File: config.mk
export PLATFORM = sky130hd
export DESIGN_NAME = uart_chan_router
export DESIGN_NICKNAME = d
export VERILOG_FILES = /design/src/rtl/uart_route_pkg.sv /design/src/rtl/uart_route_ctrl.sv /design/src/rtl/uart_route_gate.sv /design/src/rtl/uart_route_steer.sv /design/src/rtl/uart_route_credit.sv /design/src/rtl/uart_chan_router.sv
export SDC_FILE = /design/constraint.sdc
export NUM_CORES = 1
export LEC_CHECK = 0
export BUFFER_PORTS_ARGS = -buffer_cell sky130_fd_sc_hd__buf_2
export CAP_MARGIN = 20
export CORE_AREA = 2 2 63 65
export DETAILED_ROUTE_END_ITERATION = 12
export DIE_AREA = 0 0 65 67
export PLACE_DENSITY_LB_ADDON = 0.2
export SYNTH_ARGS = -nofsm -noshare
export SYNTH_HDL_FRONTEND = slang
export SYNTH_SLANG_ARGS = --single-unit
File: constraint.sdc
create_clock -name clk_i -period 2.1 [get_ports clk_i]
set_input_delay 0.105 -clock clk_i [delete_from_list [all_inputs] [get_ports clk_i]]
set_output_delay 0.105 -clock clk_i [all_outputs]
set_load 0.005 [all_outputs]
File: src/rtl/uart_route_pkg.sv
package uart_route_pkg;
  typedef enum logic [1:0] {
    CM_NORMAL = 2'd0,
    CM_ECHO   = 2'd1,
    CM_LOCAL  = 2'd2,
    CM_REMOTE = 2'd3
  } chan_mode_e;

  localparam int CTRL_W = 9;
  localparam logic [CTRL_W-1:0] CTRL_RST = 9'h128;

  localparam int B_RX_FLUSH = 0;
  localparam int B_TX_FLUSH = 1;
  localparam int B_RX_EN    = 2;
  localparam int B_RX_DIS   = 3;
  localparam int B_TX_EN    = 4;
  localparam int B_TX_DIS   = 5;

  function automatic logic path_on(input logic en, input logic dis);
    return en & ~dis;
  endfunction
endpackage

File: src/rtl/uart_route_ctrl.sv
module uart_route_ctrl
  import uart_route_pkg::*;
(
  input  logic              clk_i,
  input  logic              rst_ni,
  input  logic              we_i,
  input  logic [CTRL_W-1:0] wdata_i,
  output logic [CTRL_W-1:0] ctrl_o,
  output logic              rx_on_o,
  output logic              tx_on_o,
  output logic              rx_flush_o,
  output logic              tx_flush_o
);
  logic [CTRL_W-1:0] ctrl_q;

  always_ff @(posedge clk_i or negedge rst_ni) begin
    if (!rst_ni) begin
      ctrl_q <= CTRL_RST;
    end else if (we_i) begin
      ctrl_q <= wdata_i;
    end else begin
      ctrl_q[B_TX_FLUSH:B_RX_FLUSH] <= '0;  // flush bits self-clear
    end
  end

  assign ctrl_o     = ctrl_q;
  assign rx_on_o    = path_on(ctrl_q[B_RX_EN], ctrl_q[B_RX_DIS]);
  assign tx_on_o    = path_on(ctrl_q[B_TX_EN], ctrl_q[B_TX_DIS]);
  assign rx_flush_o = ctrl_q[B_RX_FLUSH];
  assign tx_flush_o = ctrl_q[B_TX_FLUSH];

  p_rx_flush_pulse_r9: assert property (@(posedge clk_i) disable iff (!rst_ni)
    (rx_flush_o && !we_i) |=> !rx_flush_o);
  p_tx_flush_pulse_r9: assert property (@(posedge clk_i) disable iff (!rst_ni)
    (tx_flush_o && !we_i) |=> !tx_flush_o);
  p_flush_from_write_r9: assert property (@(posedge clk_i) disable iff (!rst_ni)
    (!we_i) |=> !rx_flush_o && !tx_flush_o);
endmodule

File: src/rtl/uart_route_gate.sv
module uart_route_gate #(
  parameter int DEPTH = 64,
  parameter int CNT_W = 7
) (
  input  logic             clk_i,
  input  logic             rst_ni,
  input  logic             req_i,
  input  logic             on_i,
  input  logic [CNT_W-1:0] cnt_i,
  output logic             push_o,
  output logic             ovf_o
);
  localparam logic [CNT_W-1:0] FULL_CNT = CNT_W'(DEPTH);

  logic full;
  assign full   = (cnt_i >= FULL_CNT);
  assign push_o = req_i & on_i & ~full;
  assign ovf_o  = req_i & on_i & full;

  // R4 for the receive instance, R5 for the transmit instance
  p_push_room_r4: assert property (@(posedge clk_i) disable iff (!rst_ni)
    push_o |-> (cnt_i < FULL_CNT) && on_i);
  p_ovf_full_r5: assert property (@(posedge clk_i) disable iff (!rst_ni)
    ovf_o |-> !push_o && (cnt_i == FULL_CNT));
  p_off_silent_r3: assert property (@(posedge clk_i) disable iff (!rst_ni)
    !on_i |-> !push_o && !ovf_o);
endmodule

File: src/rtl/uart_route_steer.sv
module uart_route_steer
  import uart_route_pkg::*;
#(
  parameter int RX_DEPTH = 64,
  parameter int TX_DEPTH = 64,
  parameter int DATA_W   = 8,
  parameter int CNT_W    = 7
) (
  input  logic              clk_i,
  input  logic              rst_ni,
  input  chan_mode_e        mode_i,
  input  logic              rx_on_i,
  input  logic              tx_on_i,
  input  logic              line_vld_i,
  input  logic [DATA_W-1:0] line_data_i,
  input  logic              line_brk_i,
  input  logic              cpu_wr_i,
  input  logic [DATA_W-1:0] cpu_wdata_i,
  input  logic              cpu_rd_i,
  input  logic [CNT_W-1:0]  rx_cnt_i,
  input  logic [CNT_W-1:0]  tx_cnt_i,
  input  logic [DATA_W-1:0] rx_head_i,
  output logic              rx_push_o,
  output logic [DATA_W-1:0] rx_push_data_o,
  output logic              tx_push_o,
  output logic [DATA_W-1:0] tx_push_data_o,
  output logic              rx_pop_o,
  output logic [DATA_W-1:0] cpu_rdata_o,
  output logic              rx_ovf_o,
  output logic              tx_ovf_o
);
  logic line_to_rx, line_to_tx, cpu_to_rx, cpu_to_tx;
  logic rx_req, tx_req;

  always_comb begin
    line_to_rx = line_vld_i & ~line_brk_i & (mode_i == CM_NORMAL || mode_i == CM_ECHO);
    line_to_tx = line_vld_i & ~line_brk_i & (mode_i == CM_ECHO || mode_i == CM_REMOTE);
    cpu_to_rx  = cpu_wr_i & ~line_brk_i & (mode_i == CM_LOCAL);  // break owns the rx slot
    cpu_to_tx  = cpu_wr_i & (mode_i == CM_NORMAL);
    rx_req     = line_brk_i | line_to_rx | cpu_to_rx;
    tx_req     = line_to_tx | cpu_to_tx;

    if (line_brk_i)      rx_push_data_o = '0;
    else if (line_to_rx) rx_push_data_o = line_data_i;
    else                 rx_push_data_o = cpu_wdata_i;

    tx_push_data_o = cpu_to_tx ? cpu_wdata_i : line_data_i;
  end

  uart_route_gate #(.DEPTH(RX_DEPTH), .CNT_W(CNT_W)) u_rx_gate (
    .clk_i, .rst_ni, .req_i(rx_req), .on_i(rx_on_i), .cnt_i(rx_cnt_i),
    .push_o(rx_push_o), .ovf_o(rx_ovf_o)
  );

  uart_route_gate #(.DEPTH(TX_DEPTH), .CNT_W(CNT_W)) u_tx_gate (
    .clk_i, .rst_ni, .req_i(tx_req), .on_i(tx_on_i), .cnt_i(tx_cnt_i),
    .push_o(tx_push_o), .ovf_o(tx_ovf_o)
  );

  assign rx_pop_o    = cpu_rd_i & rx_on_i & (rx_cnt_i != '0);
  assign cpu_rdata_o = rx_pop_o ? rx_head_i : '0;

  p_pop_nonempty_r6: assert property (@(posedge clk_i) disable iff (!rst_ni)
    rx_pop_o |-> (rx_cnt_i != '0) && cpu_rd_i);
  p_empty_read_zero_r6: assert property (@(posedge clk_i) disable iff (!rst_ni)
    (cpu_rd_i && rx_cnt_i == '0) |-> (cpu_rdata_o == '0) && !rx_pop_o);
  p_cpu_drop_r2: assert property (@(posedge clk_i) disable iff (!rst_ni)
    ((mode_i == CM_ECHO || mode_i == CM_REMOTE) && !line_vld_i && !line_brk_i)
      |-> !rx_push_o && !tx_push_o);
  p_local_no_tx_r1: assert property (@(posedge clk_i) disable iff (!rst_ni)
    (mode_i == CM_LOCAL) |-> !tx_push_o && !tx_ovf_o);
  p_brk_zero_r8: assert property (@(posedge clk_i) disable iff (!rst_ni)
    (line_brk_i && rx_push_o) |-> (rx_push_data_o == '0));
endmodule

File: src/rtl/uart_route_credit.sv
module uart_route_credit
  import uart_route_pkg::*;
#(
  parameter int RX_DEPTH = 64,
  parameter int TX_DEPTH = 64,
  parameter int CNT_W    = 7
) (
  input  logic             clk_i,
  input  logic             rst_ni,
  input  chan_mode_e       mode_i,
  input  logic [CNT_W-1:0] rx_cnt_i,
  input  logic [CNT_W-1:0] tx_cnt_i,
  output logic [CNT_W-1:0] credit_o
);
  localparam logic [CNT_W-1:0] RX_FULL = CNT_W'(RX_DEPTH);
  localparam logic [CNT_W-1:0] TX_FULL = CNT_W'(TX_DEPTH);

  logic [CNT_W-1:0] rx_free, tx_free;
  assign rx_free = (rx_cnt_i >= RX_FULL) ? '0 : RX_FULL - rx_cnt_i;
  assign tx_free = (tx_cnt_i >= TX_FULL) ? '0 : TX_FULL - tx_cnt_i;

  always_comb begin
    unique case (mode_i)
      CM_NORMAL: credit_o = rx_free;
      CM_ECHO:   credit_o = (rx_free < tx_free) ? rx_free : tx_free;
      CM_REMOTE: credit_o = tx_free;
      default:   credit_o = '0;
    endcase
  end

  p_credit_rx_full_r7: assert property (@(posedge clk_i) disable iff (!rst_ni)
    ((mode_i == CM_NORMAL || mode_i == CM_ECHO) && rx_cnt_i == RX_FULL) |-> credit_o == '0);
  p_credit_tx_full_r7: assert property (@(posedge clk_i) disable iff (!rst_ni)
    ((mode_i == CM_REMOTE || mode_i == CM_ECHO) && tx_cnt_i == TX_FULL) |-> credit_o == '0);
  p_credit_empty_r7: assert property (@(posedge clk_i) disable iff (!rst_ni)
    (mode_i == CM_NORMAL && rx_cnt_i == '0) |-> credit_o == RX_FULL);
endmodule

File: src/rtl/uart_chan_router.sv
module uart_chan_router
  import uart_route_pkg::*;
#(
  parameter int RX_DEPTH = 64,
  parameter int TX_DEPTH = 64,
  parameter int DATA_W   = 8,
  localparam int MAX_DEPTH = (RX_DEPTH > TX_DEPTH) ? RX_DEPTH : TX_DEPTH,
  localparam int CNT_W     = $clog2(MAX_DEPTH + 1)
) (
  input  logic              clk_i,
  input  logic              rst_ni,
  input  logic [1:0]        mode_i,
  input  logic              ctrl_we_i,
  input  logic [8:0]        ctrl_wdata_i,
  output logic [8:0]        ctrl_o,
  input  logic              line_vld_i,
  input  logic [DATA_W-1:0] line_data_i,
  input  logic              line_brk_i,
  input  logic              cpu_wr_i,
  input  logic [DATA_W-1:0] cpu_wdata_i,
  input  logic              cpu_rd_i,
  output logic [DATA_W-1:0] cpu_rdata_o,
  input  logic [CNT_W-1:0]  rx_cnt_i,
  input  logic [CNT_W-1:0]  tx_cnt_i,
  input  logic [DATA_W-1:0] rx_head_i,
  output logic              rx_push_o,
  output logic [DATA_W-1:0] rx_push_data_o,
  output logic              tx_push_o,
  output logic [DATA_W-1:0] tx_push_data_o,
  output logic              rx_pop_o,
  output logic              rx_ovf_o,
  output logic              tx_ovf_o,
  output logic              rx_flush_o,
  output logic              tx_flush_o,
  output logic [CNT_W-1:0]  line_credit_o
);
  chan_mode_e mode;
  logic       rx_on, tx_on;

  assign mode = chan_mode_e'(mode_i);

  uart_route_ctrl u_ctrl (
    .clk_i, .rst_ni,
    .we_i(ctrl_we_i), .wdata_i(ctrl_wdata_i), .ctrl_o(ctrl_o),
    .rx_on_o(rx_on), .tx_on_o(tx_on),
    .rx_flush_o(rx_flush_o), .tx_flush_o(tx_flush_o)
  );

  uart_route_steer #(
    .RX_DEPTH(RX_DEPTH), .TX_DEPTH(TX_DEPTH), .DATA_W(DATA_W), .CNT_W(CNT_W)
  ) u_steer (
    .clk_i, .rst_ni, .mode_i(mode), .rx_on_i(rx_on), .tx_on_i(tx_on),
    .line_vld_i, .line_data_i, .line_brk_i,
    .cpu_wr_i, .cpu_wdata_i, .cpu_rd_i,
    .rx_cnt_i, .tx_cnt_i, .rx_head_i,
    .rx_push_o, .rx_push_data_o, .tx_push_o, .tx_push_data_o,
    .rx_pop_o, .cpu_rdata_o, .rx_ovf_o, .tx_ovf_o
  );

  uart_route_credit #(
    .RX_DEPTH(RX_DEPTH), .TX_DEPTH(TX_DEPTH), .CNT_W(CNT_W)
  ) u_credit (
    .clk_i, .rst_ni, .mode_i(mode), .rx_cnt_i, .tx_cnt_i, .credit_o(line_credit_o)
  );

  p_disabled_quiet_r3: assert property (@(posedge clk_i) disable iff (!rst_ni)
    (ctrl_o[B_RX_DIS] || !ctrl_o[B_RX_EN]) |-> !rx_push_o && !rx_pop_o && !rx_ovf_o);
  p_tx_disabled_quiet_r3: assert property (@(posedge clk_i) disable iff (!rst_ni)
    (ctrl_o[B_TX_DIS] || !ctrl_o[B_TX_EN]) |-> !tx_push_o && !tx_ovf_o);
endmodule

==> results of run 1 <==
-- final cells by class --
| cell class | instances | share of cell area [%] |
|---|---|---|
| inverters | 7 | 1.14 |
| repair buffers | 145 | 37.5 |
| well taps | 48 | 2.61 |
| multi-input cells | 136 | 46.8 |
| clock buffers | 4 | 1.96 |
| flip-flops and latches | 9 | 9.96 |
-- worst max-delay path, stage by stage --
cell and delay [ns]:
buf_8 0.10, buf_6 0.11, or3_4 0.35, nor3_4 0.12, xor2_1 0.22, nor2_1 0.09, ha_2 0.33, nand4_1 0.12
a211o_2 0.35, nand2_4 0.11, o22ai_1 0.09, buf_2 0.13
-- cell usage after synthesis (2+ instances only) --
| library cell | instances | area share (%) |
|---|---|---|
| or3_4 | 2 | 1.8 |
| o21ai_0 | 2 | 0.78 |
| nand2_1 | 26 | 7.6 |
| xor2_1 | 3 | 2.1 |
| mux2_2 | 16 | 14 |
| buf_2 | 2 | 0.78 |
| dfrtp_1 | 6 | 12 |
| nand2b_1 | 2 | 0.98 |
| and2_1 | 10 | 4.9 |
| buf_4 | 2 | 1.2 |
| o31ai_1 | 2 | 1.2 |
| o21ai_2 | 2 | 1.4 |
| xnor2_1 | 3 | 2.1 |
| inv_1 | 7 | 2.1 |
| ha_1 | 8 | 7.8 |
| dfstp_2 | 3 | 6.2 |
| nor2_1 | 10 | 2.9 |
| o22ai_1 | 2 | 0.98 |
| nor2b_1 | 3 | 1.5 |
| nor4_1 | 2 | 0.98 |
| o32ai_1 | 3 | 2.1 |
| clkbuf_1 | 3 | 0.88 |
| a21oi_1 | 14 | 5.5 |
| o21ai_1 | 2 | 0.78 |
-- logic make-up after synthesis --
group,after synthesis
and+or+nand+nor,69
AOI/OAI and AO/OA,37
muxes,16
buffers and inverters,15
DFF,9
adders and majority gates,8
xor gates and xnor gates,6
-- metal layers --
layer	part of all wire (%)	track usage, %	vias up
li1	-	-	852
met1	40	23.2	766
met2	55	39.0	54
met3	4.1	2.03	2
met4	0.57	4.52	0
met5	0	0	-
-- worst paths after layout --
check / startpoint / endpoint / cells past startpoint
max: rx_cnt_i[0] / line_credit_o[1] / 12
min: ctrl_wdata_i[0] / u_ctrl.ctrl_o[0] / 2
max reg2reg: u_ctrl.ctrl_o[2] / u_ctrl.ctrl_o[2] / 1
min reg2reg: u_ctrl.ctrl_o[6] / u_ctrl.ctrl_o[6] / 1
max in group asynchronous: rst_ni / u_ctrl.ctrl_o[8] / 2
min in group asynchronous: rst_ni / u_ctrl.ctrl_o[7] / 2
-- repair_timing --
action | CTS | global route
gates resized for setup | 16 | 8
setup buffers | 5 | 1
setup endpoints to repair | 7 | 7
hold endpoints to repair | 9 | 0
hold buffers | 1 | 0
pin swaps | 9 | 5
-- power by group through the flow --
stage / Sequential [mW] / Clock [mW] / Combinational [mW]
2_1_floorplan: 0.206 / 0 / 0.181
3_3_place_gp: 0.205 / 0 / 0.385
3_5_place_dp: 0.205 / 0 / 0.389
4_1_cts: 0.203 / 0.202 / 0.425
5_1_grt: 0.205 / 0.213 / 0.482
6_report: 0.203 / 0.195 / 0.440
==> results.cfg, run 1 <==
[cts]
cts.path.max_buffers = 2
h-tree-depth = 1
cts_tree = done
cts_root_buf = clkbuf_8
cts_made_buffers = 3
path_clk_slew_ns = 0.04
insertion_delay_ns = 0.23
cts_sinks = 9

[synthesis]
synthAdderAreaFrac_pct = 7.82
synth-simple-area-share_pct = 30.4
synth-compound-area-share_pct = 20.5
syn-num-nets = 224
synth_area_um2 = 1280
synthFlopType = dfrtp_1
seq_area_frac_synth_pct = 17.9
synth_top_family_by_area = simple AND/OR/NAND/NOR gates
synth_seq_cells = 9
synth_cells = 160
avgSynthCellArea_um2 = 8.00
async_flop_share_pct = 100
synth_mux_area_share_pct = 14.1
synth_xor_area_share_pct = 4.11
synth-edff-count = 0
ys_warn_count = 0
synth_cell_types = 49

[final_layout]
register_area_um2 = 229
drive_above_1_share_pct = 65.8
multiInputGateArea_um2 = 1080
final_cell_mix = buf_2 (100), buf_4 (39), nand2_1 (26), mux2_2 (16), a21oi_1 (11)
syn_to_final_growth_pct = 79.7
fill_cells = 323
nNetsFinal = 366
fin_area_um2 = 2300
antenna_cells = 0
fin_util_pct = 63.8
largest_reg_flops = 9
instances_no_fill = 349
final_common_cell = buf_2

[timing]
setup_viol = 7
period_minus_slack_ns = 2.33
worst_slew_pin_slew_ns = 0.403
fmax_mhz = 429
rsz0062_at_grt = true
finalMaxSlewViolations = 0
skew_ns = 0
min_period_over_period_pct = 111
whs_ns = 0.0903
finalHoldViolCount = 0
setup_ws_ns = -0.229
relSlewSlack_pct = 73.1
setup-tns-final_ns = -1.45

[die]
die_w_um = 65
die_height_um = 67
rows = 22
die-area_um2 = 4360
ios = 103
core_region_area_um2 = 3610
initial_utilization_pct = 35.5

[setup_path]
startpoint_type = input pin
crit_path_end_kind = output port
worstSetupPathType = in -> out
critical_path.max_fanout = 5
cp.required_ns = 2.00
reg2reg_slack_ns = 1.35
crit_arrival_ns = 2.22

[run_status]
violations = negative setup slack
outcome = complete, but fails checks

[detailed_routing]
wire_per_inst_um = 12.6
vias = 1674
avgViaCountPerCell = 4.80
wirelength_um = 4390
first_iter_violations = 87
firstDrtPassIters = 4
drcViolationCount = 0
final_antenna_net_count = 0

[power]
combPwrFrac_pct = 52.5
power.share.clock_pct = 23.3
leakage_nw = 1.21
switchingPower_mw = 0.273
p_total_mw = 0.837
p_int_mw = 0.564
swShare_pct = 32.6
p_per_area_nw_per_um2 = 364
peakVddDrop_v = 0.000347
p_seq_share_pct = 24.2

[grt]
grt_max_degree = 12
grt_pass1_wl_um = 7010
track_usage_pct = 20.0
grt_pass1_vias = 1607
grt_overflow = 0
grt_antenna_before_repair = 0

[worst_hold_path]
hold_path.class = in -> reg

[placed_design]
routabilityCongestion = 0.786
place_area_um2 = 2090
hpwl_um = 3500
pre_cts_ws_ns = -0.343
io_buffers = 102
dp.cells = 338

[run]
drv_cap = 0
Power figures use the tool's default switching activity.
==> run 2: changes to the inputs <==
==> constraint.sdc (replaced) <==
create_clock -name clk_i -period 2.1 [get_ports clk_i]
set_input_delay 0 -clock clk_i [delete_from_list [all_inputs] [get_ports clk_i]]
set_output_delay 0 -clock clk_i [all_outputs]
set_load 0.005 [all_outputs]
==> run 2 against run 1 <==
Effect of this change: the run still ends with negative setup slack left; largest power group unchanged; worst setup slack improved by 0.14 ns; die area unchanged; combinational power shrank 6.1%; highest routed layer unchanged; maximum frequency grew 6.6%; register-to-register slack worse by 0.02 ns; utilization is 3.1 points lower; clock skew did not move; global-route usage fell by 1.5 points; via count fell by 4.6%; sequential share of layout area increased by 0.50 points; worst hold slack lost 0.082 ns; largest cell class unchanged.
==> results.cfg, run 2 (synthesis gave the netlist of run 1 again) <==
[die]
rows = 22
die_w_um = 65
ios = 103
initial_utilization_pct = 35.5
die_height_um = 67
die-area_um2 = 4360
core_region_area_um2 = 3610

[setup_path]
endpoint = line_credit_o[0]
rr_startpoint = u_ctrl.ctrl_o[4]
critical_path.max_fanout = 5
crit_path_end_kind = output port
startpoint_type = input pin
cp_num_buf_inv = 3
rr_endpoint = u_ctrl.ctrl_o[4]
cpPeakStageDelay_ns = 0.38
crit_family = compound AO/OA/AOI/OAI gates
cp.required_ns = 2.10
crit_slowest_cell = or3_4
cpMostUsedCell = buf_6
crit_arrival_ns = 2.18
worstSetupPathType = in -> out
worstSetupStartpoint = rx_cnt_i[1]
critical_path_cell_count = 13
cp_cell_sequence = buf_6 > buf_6 > or3_4 > nor3_4 > xor2_1 > nor2_1 > ha_2 > a211oi_2 > o21ai_4 > o21ai_2 > nand2_4 > o32ai_2 > buf_2
reg2regPathDepth = 1
reg2reg_slack_ns = 1.33

[final_layout]
nNetsFinal = 347
syn_to_final_growth_pct = 71.1
antenna_cells = 0
drive_above_1_share_pct = 61.3
final_cell_mix = buf_2 (100), nand2_1 (26), mux2_2 (16), buf_4 (16)
largest_reg_flops = 9
instances_no_fill = 330
fill_cells = 356
final_common_cell = buf_2

[detailed_routing]
final_antenna_net_count = 0
wirelength_um = 4210
wire_per_inst_um = 12.8
drcViolationCount = 0
firstDrtPassIters = 4
vias = 1597
avgViaCountPerCell = 4.84
first_iter_violations = 58

[worst_hold_path]
hold_depth = 2
hold_path.class = in -> reg

[cts]
h-tree-depth = 1
cts_tree = done
cts_made_buffers = 3
insertion_delay_ns = 0.23
path_clk_slew_ns = 0.04
cts.path.max_buffers = 2
cts_sinks = 9
cts_root_buf = clkbuf_8

[timing]
finalHoldViolCount = 0
finalMaxSlewViolations = 0
relSlewSlack_pct = 58.3
worst_slew_pin_slew_ns = 0.624
period_minus_slack_ns = 2.18
min_period_over_period_pct = 104
fmax_mhz = 458
rsz0062_at_grt = true
setup_viol = 7
setup-tns-final_ns = -0.400
setup_ws_ns = -0.0847
skew_ns = 0

[grt]
grt_antenna_before_repair = 0
track_usage_pct = 18.5
grt_pass1_wl_um = 6420
grt_max_degree = 12
grt_overflow = 0
grt_pass1_vias = 1508

[power]
p_seq_share_pct = 25.1
combPwrFrac_pct = 51.0
p_int_mw = 0.541
leakage_nw = 1.12
p_per_area_nw_per_um2 = 370
p_total_mw = 0.811
power.share.clock_pct = 24.0
swShare_pct = 33.3
switchingPower_mw = 0.270
peakVddDrop_v = 0.000380

[run_status]
violations = negative setup slack
outcome = complete, but fails checks

[placed_design]
io_buffers = 102
routabilityCongestion = 0.870
hpwl_um = 3340
dp.cells = 316

[run]
drv_cap = 0
[run 2: how the worst min path moves through the flow]
stage,startpoint,endpoint
after detailed placement,rst_ni,u_ctrl.ctrl_o[7]
after CTS,ctrl_wdata_i[5],u_ctrl.ctrl_o[5]
after floorplan,rst_ni,u_ctrl.ctrl_o[0]
after global routing,ctrl_wdata_i[7],u_ctrl.ctrl_o[7]
after global placement,rst_ni,u_ctrl.ctrl_o[7]
final,ctrl_wdata_i[2],u_ctrl.ctrl_o[2]
[run 2: power by group through the flow]
| stage | logic, mW | clock network (mW) | registers [mW] |
|---|---|---|---|
| floorplan | 0.179 | 0 | 0.206 |
| global placement | 0.351 | 0 | 0.205 |
| detailed placement | 0.354 | 0 | 0.206 |
| CTS | 0.396 | 0.200 | 0.203 |
| global route | 0.454 | 0.207 | 0.206 |
| finish | 0.413 | 0.194 | 0.203 |
[run 2: repair_timing]
item | in CTS | in global routing
buffers inserted | 3 | 1
hold buffers | 3 | 3
cloned | 0 | 0
pin swaps | 8 | 2
endpoints found under the setup margin | 7 | 7
gates resized for setup | 20 | 7
hold endpoints to repair | 11 | 3
[run 2: stage by stage]
stage | hold slack [ns] | instance area [µm²] | setup WS, ns | utilization (%)
after global placement | -0.142 | 1920 | -0.189 | 53.1
after global routing | 0.00887 | 2190 | -0.153 | 60.7
final | 0.00829 | 2190 | -0.0847 | 60.7
after CTS | 0.00100 | 2120 | -0.00462 | 58.8
after detailed placement | -0.140 | 1920 | -0.226 | 53.1
after floorplan | -0.296 | 1280 | 0.0942 | -
[run 2: metal layers]
metal,part of all wire (%),GRT usage [%]
met1,38,20.4
met2,58,37.8
met3,3.1,1.18
met4,0.19,4.26
met5,0,0
[run 2: final cells by class]
type                            instances  area, µm²  area share [%]
Clock buffer                            4       45.0            2.06
Inverter                                7       26.3            1.20
Multi-Input combinational cell        136       1100            50.4
Sequential cell                         9        229            10.5
Tap cell                               48       60.1            2.74
Timing Repair Buffer                  126        726            33.1
